[config.mk]
export PLATFORM = sky130hd
export DESIGN_NAME = dma_remap_top
export DESIGN_NICKNAME = d
export VERILOG_FILES = /design/src/rtl/remap_pkg.sv /design/src/rtl/remap_table.sv /design/src/rtl/line_buffer.sv /design/src/rtl/remap_ctrl.sv /design/src/rtl/dma_remap_top.sv
export SDC_FILE = /design/constraint.sdc
export NUM_CORES = 2
export LEC_CHECK = 0
export ABC_AREA = 0
export ABC_CLOCK_PERIOD_IN_PS = 6020
export BUFFER_PORTS_ARGS = -buffer_cell sky130_fd_sc_hd__buf_2
export CAP_MARGIN = 20
export CORE_ASPECT_RATIO = 0.7
export CORE_UTILIZATION = 25
export DETAILED_ROUTE_END_ITERATION = 8
export PLACE_DENSITY = 0.49
export REMOVE_ABC_BUFFERS = 1
export SYNTH_ARGS = -nofsm -noshare
export SYNTH_HDL_FRONTEND = slang
export SYNTH_SLANG_ARGS = --single-unit
[constraint.sdc]
create_clock -name clk -period 6.02 [get_ports clk]
set_clock_uncertainty 0.1 [all_clocks]
set_input_delay 1.204 -clock clk [delete_from_list [all_inputs] [get_ports clk]]
set_output_delay 1.204 -clock clk [all_outputs]
set_load 0.1 [all_outputs]
[src/rtl/remap_pkg.sv]
package remap_pkg;
  localparam int DEV_AW     = 32;
  localparam int PG_OFF_W   = 12;
  localparam int SPAGE_W    = 24;
  localparam int DATA_W     = 64;
  localparam int DPAGE_W    = DEV_AW - PG_OFF_W;
  localparam int SYS_AW     = SPAGE_W + PG_OFF_W;
  localparam int LINE_BYTES = DATA_W / 8;
  localparam int LINE_OFF_W = $clog2(LINE_BYTES);
  localparam int LINE_AW    = SYS_AW - LINE_OFF_W;

  typedef struct packed {
    logic               vld;
    logic               stream;
    logic [DPAGE_W-1:0] dpage;
    logic [SPAGE_W-1:0] spage;
  } map_ent_t;

  typedef enum logic [2:0] {
    ST_IDLE, ST_DREQ, ST_DWAIT, ST_PREQ, ST_PWAIT
  } ctl_st_t;

  function automatic logic [DPAGE_W-1:0] dev_page(input logic [DEV_AW-1:0] a);
    return a[DEV_AW-1:PG_OFF_W];
  endfunction

  function automatic logic [SYS_AW-1:0] sys_line(input logic [SPAGE_W-1:0] sp,
                                                 input logic [DEV_AW-1:0] a);
    return {sp, a[PG_OFF_W-1:LINE_OFF_W], {LINE_OFF_W{1'b0}}};
  endfunction

  function automatic logic last_in_page(input logic [SYS_AW-1:0] a);
    return &a[PG_OFF_W-1:LINE_OFF_W];
  endfunction

  function automatic logic [SYS_AW-1:0] next_line(input logic [SYS_AW-1:0] a);
    return a + SYS_AW'(LINE_BYTES);
  endfunction
endpackage

[src/rtl/remap_table.sv]
module remap_table import remap_pkg::*; #(
  parameter int N_ENT = 8,
  parameter int IDX_W = (N_ENT > 1) ? $clog2(N_ENT) : 1
) (
  input  logic               clk,
  input  logic               rst_n,
  input  logic               cfg_we,
  input  logic [IDX_W-1:0]   cfg_idx,
  input  map_ent_t           cfg_ent,
  input  logic [DPAGE_W-1:0] lk_dpage,
  output logic               lk_hit,
  output logic               lk_stream,
  output logic [SPAGE_W-1:0] lk_spage
);
  map_ent_t         ents [N_ENT];
  logic [N_ENT-1:0] match;

  genvar g;
  generate
    for (g = 0; g < N_ENT; g++) begin : g_ent
      always_ff @(posedge clk) begin
        if (!rst_n) ents[g] <= '0;
        else if (cfg_we && cfg_idx == IDX_W'(g)) ents[g] <= cfg_ent;
      end
      assign match[g] = ents[g].vld && (ents[g].dpage == lk_dpage);
    end
  endgenerate

  // lowest index wins: scan downward so the last assignment is the lowest hit
  always_comb begin
    lk_hit    = 1'b0;
    lk_stream = 1'b0;
    lk_spage  = '0;
    for (int i = N_ENT - 1; i >= 0; i--) begin
      if (match[i]) begin
        lk_hit    = 1'b1;
        lk_stream = ents[i].stream;
        lk_spage  = ents[i].spage;
      end
    end
  end
endmodule

[src/rtl/line_buffer.sv]
module line_buffer import remap_pkg::*; (
  input  logic               clk,
  input  logic               rst_n,
  input  logic               inval,
  input  logic               fill,
  input  logic [LINE_AW-1:0] fill_line,
  input  logic [DATA_W-1:0]  fill_data,
  input  logic [LINE_AW-1:0] q_line,
  output logic               hit,
  output logic [DATA_W-1:0]  rdata
);
  logic               bvalid;
  logic [LINE_AW-1:0] btag;
  logic [DATA_W-1:0]  bdata;

  always_ff @(posedge clk) begin
    if (!rst_n) begin
      bvalid <= 1'b0;
      btag   <= '0;
      bdata  <= '0;
    end else if (inval) begin
      bvalid <= 1'b0;
    end else if (fill) begin
      bvalid <= 1'b1;
      btag   <= fill_line;
      bdata  <= fill_data;
    end
  end

  assign hit   = bvalid && (btag == q_line);
  assign rdata = bdata;

  a_r8_inval_clears: assert property (@(posedge clk) disable iff (!rst_n)
    inval |=> !bvalid);
  a_r6_fill_loads: assert property (@(posedge clk) disable iff (!rst_n)
    (fill && !inval) |=> (bvalid && bdata == $past(fill_data)));
endmodule

[src/rtl/remap_ctrl.sv]
module remap_ctrl import remap_pkg::*; (
  input  logic               clk,
  input  logic               rst_n,
  input  logic               cfg_we,
  input  logic               dev_req_valid,
  output logic               dev_req_ready,
  input  logic               dev_req_write,
  input  logic [DEV_AW-1:0]  dev_req_addr,
  input  logic [DATA_W-1:0]  dev_req_wdata,
  output logic               dev_rsp_valid,
  output logic               dev_rsp_err,
  output logic [DATA_W-1:0]  dev_rsp_rdata,
  input  logic               lk_hit,
  input  logic               lk_stream,
  input  logic [SPAGE_W-1:0] lk_spage,
  input  logic               buf_hit,
  input  logic [DATA_W-1:0]  buf_rdata,
  output logic               buf_inval,
  output logic               buf_fill,
  output logic [LINE_AW-1:0] buf_fill_line,
  output logic [DATA_W-1:0]  buf_fill_data,
  output logic [LINE_AW-1:0] buf_q_line,
  output logic               mem_req_valid,
  input  logic               mem_req_ready,
  output logic               mem_req_write,
  output logic [SYS_AW-1:0]  mem_req_addr,
  output logic [DATA_W-1:0]  mem_req_wdata,
  input  logic               mem_rsp_valid,
  input  logic [DATA_W-1:0]  mem_rsp_rdata
);
  ctl_st_t            st;
  logic [SYS_AW-1:0]  cur_addr, pf_addr, q_line;
  logic               cur_wr, cur_stream, pf_kill;
  logic [DATA_W-1:0]  cur_wdata;
  logic               rsp_v, rsp_err;
  logic [DATA_W-1:0]  rsp_data;

  // named internal events
  logic fire, evt_miss, evt_buf_serve, wr_overlap, evt_pf_issue, dwait_done;

  assign q_line        = sys_line(lk_spage, dev_req_addr);
  assign dev_req_ready = (st == ST_IDLE);
  assign fire          = dev_req_valid && dev_req_ready;
  assign evt_miss      = fire && !lk_hit;
  assign evt_buf_serve = fire && lk_hit && !dev_req_write && lk_stream && buf_hit;
  assign wr_overlap    = fire && lk_hit && dev_req_write && buf_hit;
  assign evt_pf_issue  = (st == ST_PREQ) && mem_req_ready;
  assign dwait_done    = (st == ST_DWAIT) && mem_rsp_valid;

  assign buf_q_line    = q_line[SYS_AW-1:LINE_OFF_W];
  assign buf_inval     = cfg_we || wr_overlap;
  assign buf_fill      = (st == ST_PWAIT) && mem_rsp_valid && !pf_kill && !cfg_we;
  assign buf_fill_line = pf_addr[SYS_AW-1:LINE_OFF_W];
  assign buf_fill_data = mem_rsp_rdata;

  assign mem_req_valid = (st == ST_DREQ) || (st == ST_PREQ);
  assign mem_req_write = (st == ST_DREQ) && cur_wr;
  assign mem_req_addr  = (st == ST_PREQ) ? pf_addr : cur_addr;
  assign mem_req_wdata = cur_wdata;

  assign dev_rsp_valid = rsp_v;
  assign dev_rsp_err   = rsp_err;
  assign dev_rsp_rdata = rsp_data;

  always_ff @(posedge clk) begin
    if (!rst_n) begin
      st         <= ST_IDLE;
      cur_addr   <= '0;
      cur_wr     <= 1'b0;
      cur_wdata  <= '0;
      cur_stream <= 1'b0;
      pf_addr    <= '0;
      pf_kill    <= 1'b0;
      rsp_v      <= 1'b0;
      rsp_err    <= 1'b0;
      rsp_data   <= '0;
    end else begin
      rsp_v   <= 1'b0;
      pf_kill <= pf_kill | cfg_we;
      unique case (st)
        ST_IDLE: begin
          if (evt_miss) begin
            rsp_v    <= 1'b1;
            rsp_err  <= 1'b1;
            rsp_data <= '0;
          end else if (fire) begin
            cur_addr   <= q_line;
            cur_wr     <= dev_req_write;
            cur_wdata  <= dev_req_wdata;
            cur_stream <= lk_stream;
            if (evt_buf_serve) begin
              rsp_v    <= 1'b1;
              rsp_err  <= 1'b0;
              rsp_data <= buf_rdata;
              if (!last_in_page(q_line)) begin
                pf_addr <= next_line(q_line);
                pf_kill <= cfg_we;
                st      <= ST_PREQ;
              end
            end else begin
              st <= ST_DREQ;
            end
          end
        end
        ST_DREQ: if (mem_req_ready) st <= ST_DWAIT;
        ST_DWAIT: begin
          if (mem_rsp_valid) begin
            rsp_v    <= 1'b1;
            rsp_err  <= 1'b0;
            rsp_data <= cur_wr ? '0 : mem_rsp_rdata;
            if (!cur_wr && cur_stream && !last_in_page(cur_addr)) begin
              pf_addr <= next_line(cur_addr);
              pf_kill <= cfg_we;
              st      <= ST_PREQ;
            end else begin
              st <= ST_IDLE;
            end
          end
        end
        ST_PREQ:  if (mem_req_ready) st <= ST_PWAIT;
        ST_PWAIT: if (mem_rsp_valid) st <= ST_IDLE;
        default:  st <= ST_IDLE;
      endcase
    end
  end

  a_r3_miss_err: assert property (@(posedge clk) disable iff (!rst_n)
    evt_miss |=> (dev_rsp_valid && dev_rsp_err && !mem_req_valid));
  a_r6_serve_from_buf: assert property (@(posedge clk) disable iff (!rst_n)
    evt_buf_serve |=> (dev_rsp_valid && !dev_rsp_err && dev_rsp_rdata == $past(buf_rdata)));
  a_r4_no_readahead: assert property (@(posedge clk) disable iff (!rst_n)
    (dwait_done && !cur_stream) |=> (st == ST_IDLE));
  a_r7_pf_same_page: assert property (@(posedge clk) disable iff (!rst_n)
    evt_pf_issue |-> (pf_addr[SYS_AW-1:PG_OFF_W] == cur_addr[SYS_AW-1:PG_OFF_W]));
  a_r11_req_hold: assert property (@(posedge clk) disable iff (!rst_n)
    (mem_req_valid && !mem_req_ready) |=>
      (mem_req_valid && $stable(mem_req_addr) && $stable(mem_req_write)));
endmodule

[src/rtl/dma_remap_top.sv]
module dma_remap_top import remap_pkg::*; #(
  parameter int N_ENT = 8,
  parameter int IDX_W = (N_ENT > 1) ? $clog2(N_ENT) : 1
) (
  input  logic               clk,
  input  logic               rst_n,
  input  logic               cfg_we,
  input  logic [IDX_W-1:0]   cfg_idx,
  input  logic               cfg_valid,
  input  logic               cfg_stream,
  input  logic [DPAGE_W-1:0] cfg_dev_page,
  input  logic [SPAGE_W-1:0] cfg_sys_page,
  input  logic               dev_req_valid,
  output logic               dev_req_ready,
  input  logic               dev_req_write,
  input  logic [DEV_AW-1:0]  dev_req_addr,
  input  logic [DATA_W-1:0]  dev_req_wdata,
  output logic               dev_rsp_valid,
  output logic               dev_rsp_err,
  output logic [DATA_W-1:0]  dev_rsp_rdata,
  output logic               mem_req_valid,
  input  logic               mem_req_ready,
  output logic               mem_req_write,
  output logic [SYS_AW-1:0]  mem_req_addr,
  output logic [DATA_W-1:0]  mem_req_wdata,
  input  logic               mem_rsp_valid,
  input  logic [DATA_W-1:0]  mem_rsp_rdata
);
  map_ent_t           cfg_ent;
  logic               lk_hit, lk_stream;
  logic [SPAGE_W-1:0] lk_spage;
  logic               buf_hit, buf_inval, buf_fill;
  logic [DATA_W-1:0]  buf_rdata, buf_fill_data;
  logic [LINE_AW-1:0] buf_fill_line, buf_q_line;

  assign cfg_ent.vld    = cfg_valid;
  assign cfg_ent.stream = cfg_stream;
  assign cfg_ent.dpage  = cfg_dev_page;
  assign cfg_ent.spage  = cfg_sys_page;

  remap_table #(.N_ENT(N_ENT), .IDX_W(IDX_W)) u_table (
    .clk(clk), .rst_n(rst_n), .cfg_we(cfg_we), .cfg_idx(cfg_idx),
    .cfg_ent(cfg_ent), .lk_dpage(dev_page(dev_req_addr)),
    .lk_hit(lk_hit), .lk_stream(lk_stream), .lk_spage(lk_spage));

  line_buffer u_buf (
    .clk(clk), .rst_n(rst_n), .inval(buf_inval), .fill(buf_fill),
    .fill_line(buf_fill_line), .fill_data(buf_fill_data),
    .q_line(buf_q_line), .hit(buf_hit), .rdata(buf_rdata));

  remap_ctrl u_ctrl (
    .clk(clk), .rst_n(rst_n), .cfg_we(cfg_we),
    .dev_req_valid(dev_req_valid), .dev_req_ready(dev_req_ready),
    .dev_req_write(dev_req_write), .dev_req_addr(dev_req_addr),
    .dev_req_wdata(dev_req_wdata), .dev_rsp_valid(dev_rsp_valid),
    .dev_rsp_err(dev_rsp_err), .dev_rsp_rdata(dev_rsp_rdata),
    .lk_hit(lk_hit), .lk_stream(lk_stream), .lk_spage(lk_spage),
    .buf_hit(buf_hit), .buf_rdata(buf_rdata), .buf_inval(buf_inval),
    .buf_fill(buf_fill), .buf_fill_line(buf_fill_line),
    .buf_fill_data(buf_fill_data), .buf_q_line(buf_q_line),
    .mem_req_valid(mem_req_valid), .mem_req_ready(mem_req_ready),
    .mem_req_write(mem_req_write), .mem_req_addr(mem_req_addr),
    .mem_req_wdata(mem_req_wdata), .mem_rsp_valid(mem_rsp_valid),
    .mem_rsp_rdata(mem_rsp_rdata));
endmodule

==> flow_summary_export.csv <==
group,metric,value,unit
placed_design,io_buffers,378,
hold_path,hold_class,"flip-flop to flip-flop",
job,drv_cap,0,
power,power_leakage,0.0150,µW
sta,hold_viol_final,0,
die,coreArea,125000,µm²
grt,grt_overflow,0,
grt,grt_pass1_wl,169,mm
clock_network,postCtsSetupBuffers,0,
setup_path,crit_type,"input pin to flip-flop",
setup_path,critPathMaxStageDelay,590,ps
cells_and_area,fin_area,39800,µm²
sta,setup_ws,355,ps
sta,worstMarginPinSlew,1150,ps
synth,synth_top_area_frac,0.349,
placed_design,place_ws,-209,ps
sta,rsz0062_at_grt,"no",
setup_path,cp.arrival,6070,ps
clock_network,clockRootBuffer,"clkbuf_16",
grt,grt_pass1_vias,24000,
routing,drt_pass1_iterations,6,
sta,period_needed,5670,ps
synth,synth.distinct_cells,84,
clock_network,ctsResizeCount,0,
synth,async_flop_share,0,
sta,setup_violations,0,
sta,post-route-period-util,0.941,
cells_and_area,synthToLayoutAreaGrowth,25.5,%
sta,max_freq,177,MHz
clock_network,clock_latency,660,ps
setup_path,path_cells,"buf_2 > inv_1 > a222oi_1 > buf_4 > nand3b_1 > o211ai_1 > buf_4 > o221a_2 > o32ai_1 > buf_4 > buf_4 > a22oi_1 > o211ai_1 > or4_4 > nor4_4 > buf_4 > o21ai_4 > buf_12 > a221oi_1 > nor3_1",
grt,globalRouteTotalUtil,0.177,
die,fp.dieH,300,µm
placed_design,place_inst,5192,
routing,wl,117,mm
synth,yosys-top-cells-area,"edfxtp_1 35%, dfxtp_1 19%, and2_1 7.5%, nand2_1 5.4%, a21oi_1 3.3%",
setup_path,path_max_fanout,67,
clock_network,ctsHoldBuffers,0,
routing,final_antenna_net_count,0,
die,ios,385,
clock_network,h-tree-depth,3,
clock_network,cts_buffers,77,
sta,relSlewSlack,0.233,
grt,antenna_found_initial,18,
setup_path,crit_path_end_kind,"flip-flop",
synth,yosysTopAreaCell,"edfxtp_1",
die,die_area,128000,µm²
synth,yosys_warnings,0,
cells_and_area,nets,3840,
routing,post_drt_wl_per_cell,21.9,µm
synth,syn_avg_cell_area,10.1,µm²
setup_path,crit_buf_inv,8,
placed_design,gp_congestion,0.872,
grt,grt_max_degree,185,
setup_path,slowest_stage,"or4_4",
power,vdd_drop_max,0.204,mV
routing,vias_per_cell,4.82,
clock_network,cts_sinks,668,
sta,finalMaxSlewViolations,0,
cells_and_area,fillCellCount,12900,
routing,drcViolationCount,0,
setup_path,critPathRequiredTime,6430,ps
run_status,outcome,"completed",
clock_network,clock_path_buffers,3,
synth,synth-edff-count,368,
routing,first_iter_violations,2839,
synth,synth_cells,3131,
power,finalPower,13400,µW
routing,vias,25700,
placed_design,dpl_cell_area,37200,µm²
synth,yosys_register_bits,668,
setup_path,critPathTopFamily,"compound AO/OA/AOI/OAI gates",
placed_design,dp_hpwl,80.4,mm
cells_and_area,finalNonFillerCells,5336,
cells_and_area,post-route-util,0.318,
setup_path,path_common_cell,"buf_4",
cells_and_area,drive_gt1_frac,0.238,
die,die_w,427,µm
die,initial_core_util,0.254,
power,p_per_area,336,nW/µm²
synth,yosysSeqAreaShare,0.538,
synth,synthFlopType,"edfxtp_1",
synth,netlist_area,31700,µm²
die,num_rows,108,
clock_network,path_clk_slew,70,ps
setup_path,cp-start-kind,"input pin",
clock_network,cts_tree,"done",
==> tightest hold or removal path: stages (launching register included) <==
cell,delay (ps)
dfxtp_1,320
nand2_1,60
a21oi_1,50
==> cells by family after synthesis <==
kind of cell / Yosys count / share of synthesized area
and+or+nand+nor: 1395 / 0.229
DFF: 668 / 0.538
AOI/OAI and AO/OA: 524 / 0.116
buffers and inverters: 267 / 0.0344
xor gates and xnor gates: 196 / 0.0542
muxes: 79 / 0.0269
adders and majority gates: 1 / 0.000395
other: 1 / 0.000118
==> layer usage <==
layer  global-route usage  wire, µm  vias to the layer above
li1                     -         -                    12200
met1                0.263     55300                    12600
met2                0.264     51300                      819
met3               0.0307      7770                      153
met4               0.0421      2430                       10
met5                    0        78                        -
==> through the flow <==
stage | hold slack (ps) | setup TNS (ps)
floorplan | 329 | -176010
global route | 347 | 0
CTS | 337 | 0
global placement | 335 | -18660
finish | 345 | 0
detailed placement | 341 | -14670
==> cells in the mapped netlist (all sizes together) (4+ instances only) <==
cell type	instances
nand2	458
and2	382
edfxtp	368
dfxtp	300
a21oi	213
clkbuf	175
nor3	124
xnor2	117
nor2	97
a221oi	82
xor2	79
nor2b	70
nand4	54
buf	51
nand3	51
mux2	49
o21ai	45
and3	43
inv	41
nor4	33
mux2i	30
o311ai	27
a311oi	17
nand2b	17
or2	17
o221a	15
a21o	14
or3	12
and4	10
o221ai	10
a31oi	9
o211ai	9
o32ai	9
a22oi	7
o32a	7
or4	7
o2111ai	6
o211a	6
o311a	5
o31ai	5
a211oi	4
a311o	4
nand3b	4
nor4b	4
o21a	4
==> where the power goes <==
| group | total, µW | switching [µW] | internal (µW) |
|---|---|---|---|
| combinational | 3250 | 2480 | 771 |
| sequential | 5320 | 159 | 5160 |
| clock | 4800 | 2040 | 2760 |
==> final timing paths <==
| check | from | endpoint | slack, ps | cells after the start |
|---|---|---|---|---|
| max | dev_req_addr[21] | u_ctrl.dev_rsp_rdata[62] | 350 | 20 |
| max reg2reg | u_table.ents[1][128] | u_ctrl.dev_rsp_rdata[62] | 780 | 17 |
| min | u_ctrl.pf_addr[32] | u_buf.btag[29] | 340 | 2 |
| min reg2reg | u_ctrl.pf_addr[32] | u_buf.btag[29] | 340 | 2 |
==> flip-flops by register name, summed over array words and instances (netlist names) <==
| signal | count |
|---|---|
| u_ctrl.dev_rsp_valid | 1 |
| u_buf.btag | 33 |
| u_ctrl.pf_addr | 33 |
| u_ctrl.mem_req_wdata | 64 |
| u_buf.bvalid | 1 |
| u_ctrl.dev_rsp_err | 1 |
| u_ctrl.st | 3 |
| u_ctrl.cur_stream | 1 |
| u_buf.rdata | 64 |
| u_ctrl.cur_wr | 1 |
| u_ctrl.pf_kill | 1 |
| u_ctrl.dev_rsp_rdata | 64 |
| u_table.ents | 368 |
| u_ctrl.cur_addr | 33 |
==> layout by cell type (no fill, tap or decap), drive strengths merged, types with 82 or more instances in the layout <==
cell      n
clkbuf  104
nand2   458
and2    382
a221oi   82
xnor2   117
buf     636
edfxtp  368
nor2     97
a21oi   213
nor3    124
dfxtp   300
==> layout make-up <==
cell class / count / area (µm²) / share of cell area
timing repair buffer: 637 / 4170 / 0.105
clock inverter: 34 / 384 / 0.00966
clock buffer: 103 / 2130 / 0.0535
inverter: 41 / 161 / 0.00406
multi-input combinational: 2198 / 13800 / 0.347
antenna: 5 / 12.5 / 0.000315
tap: 1650 / 2060 / 0.0519
sequential: 668 / 17100 / 0.429
(Power assumes the default switching activity.)
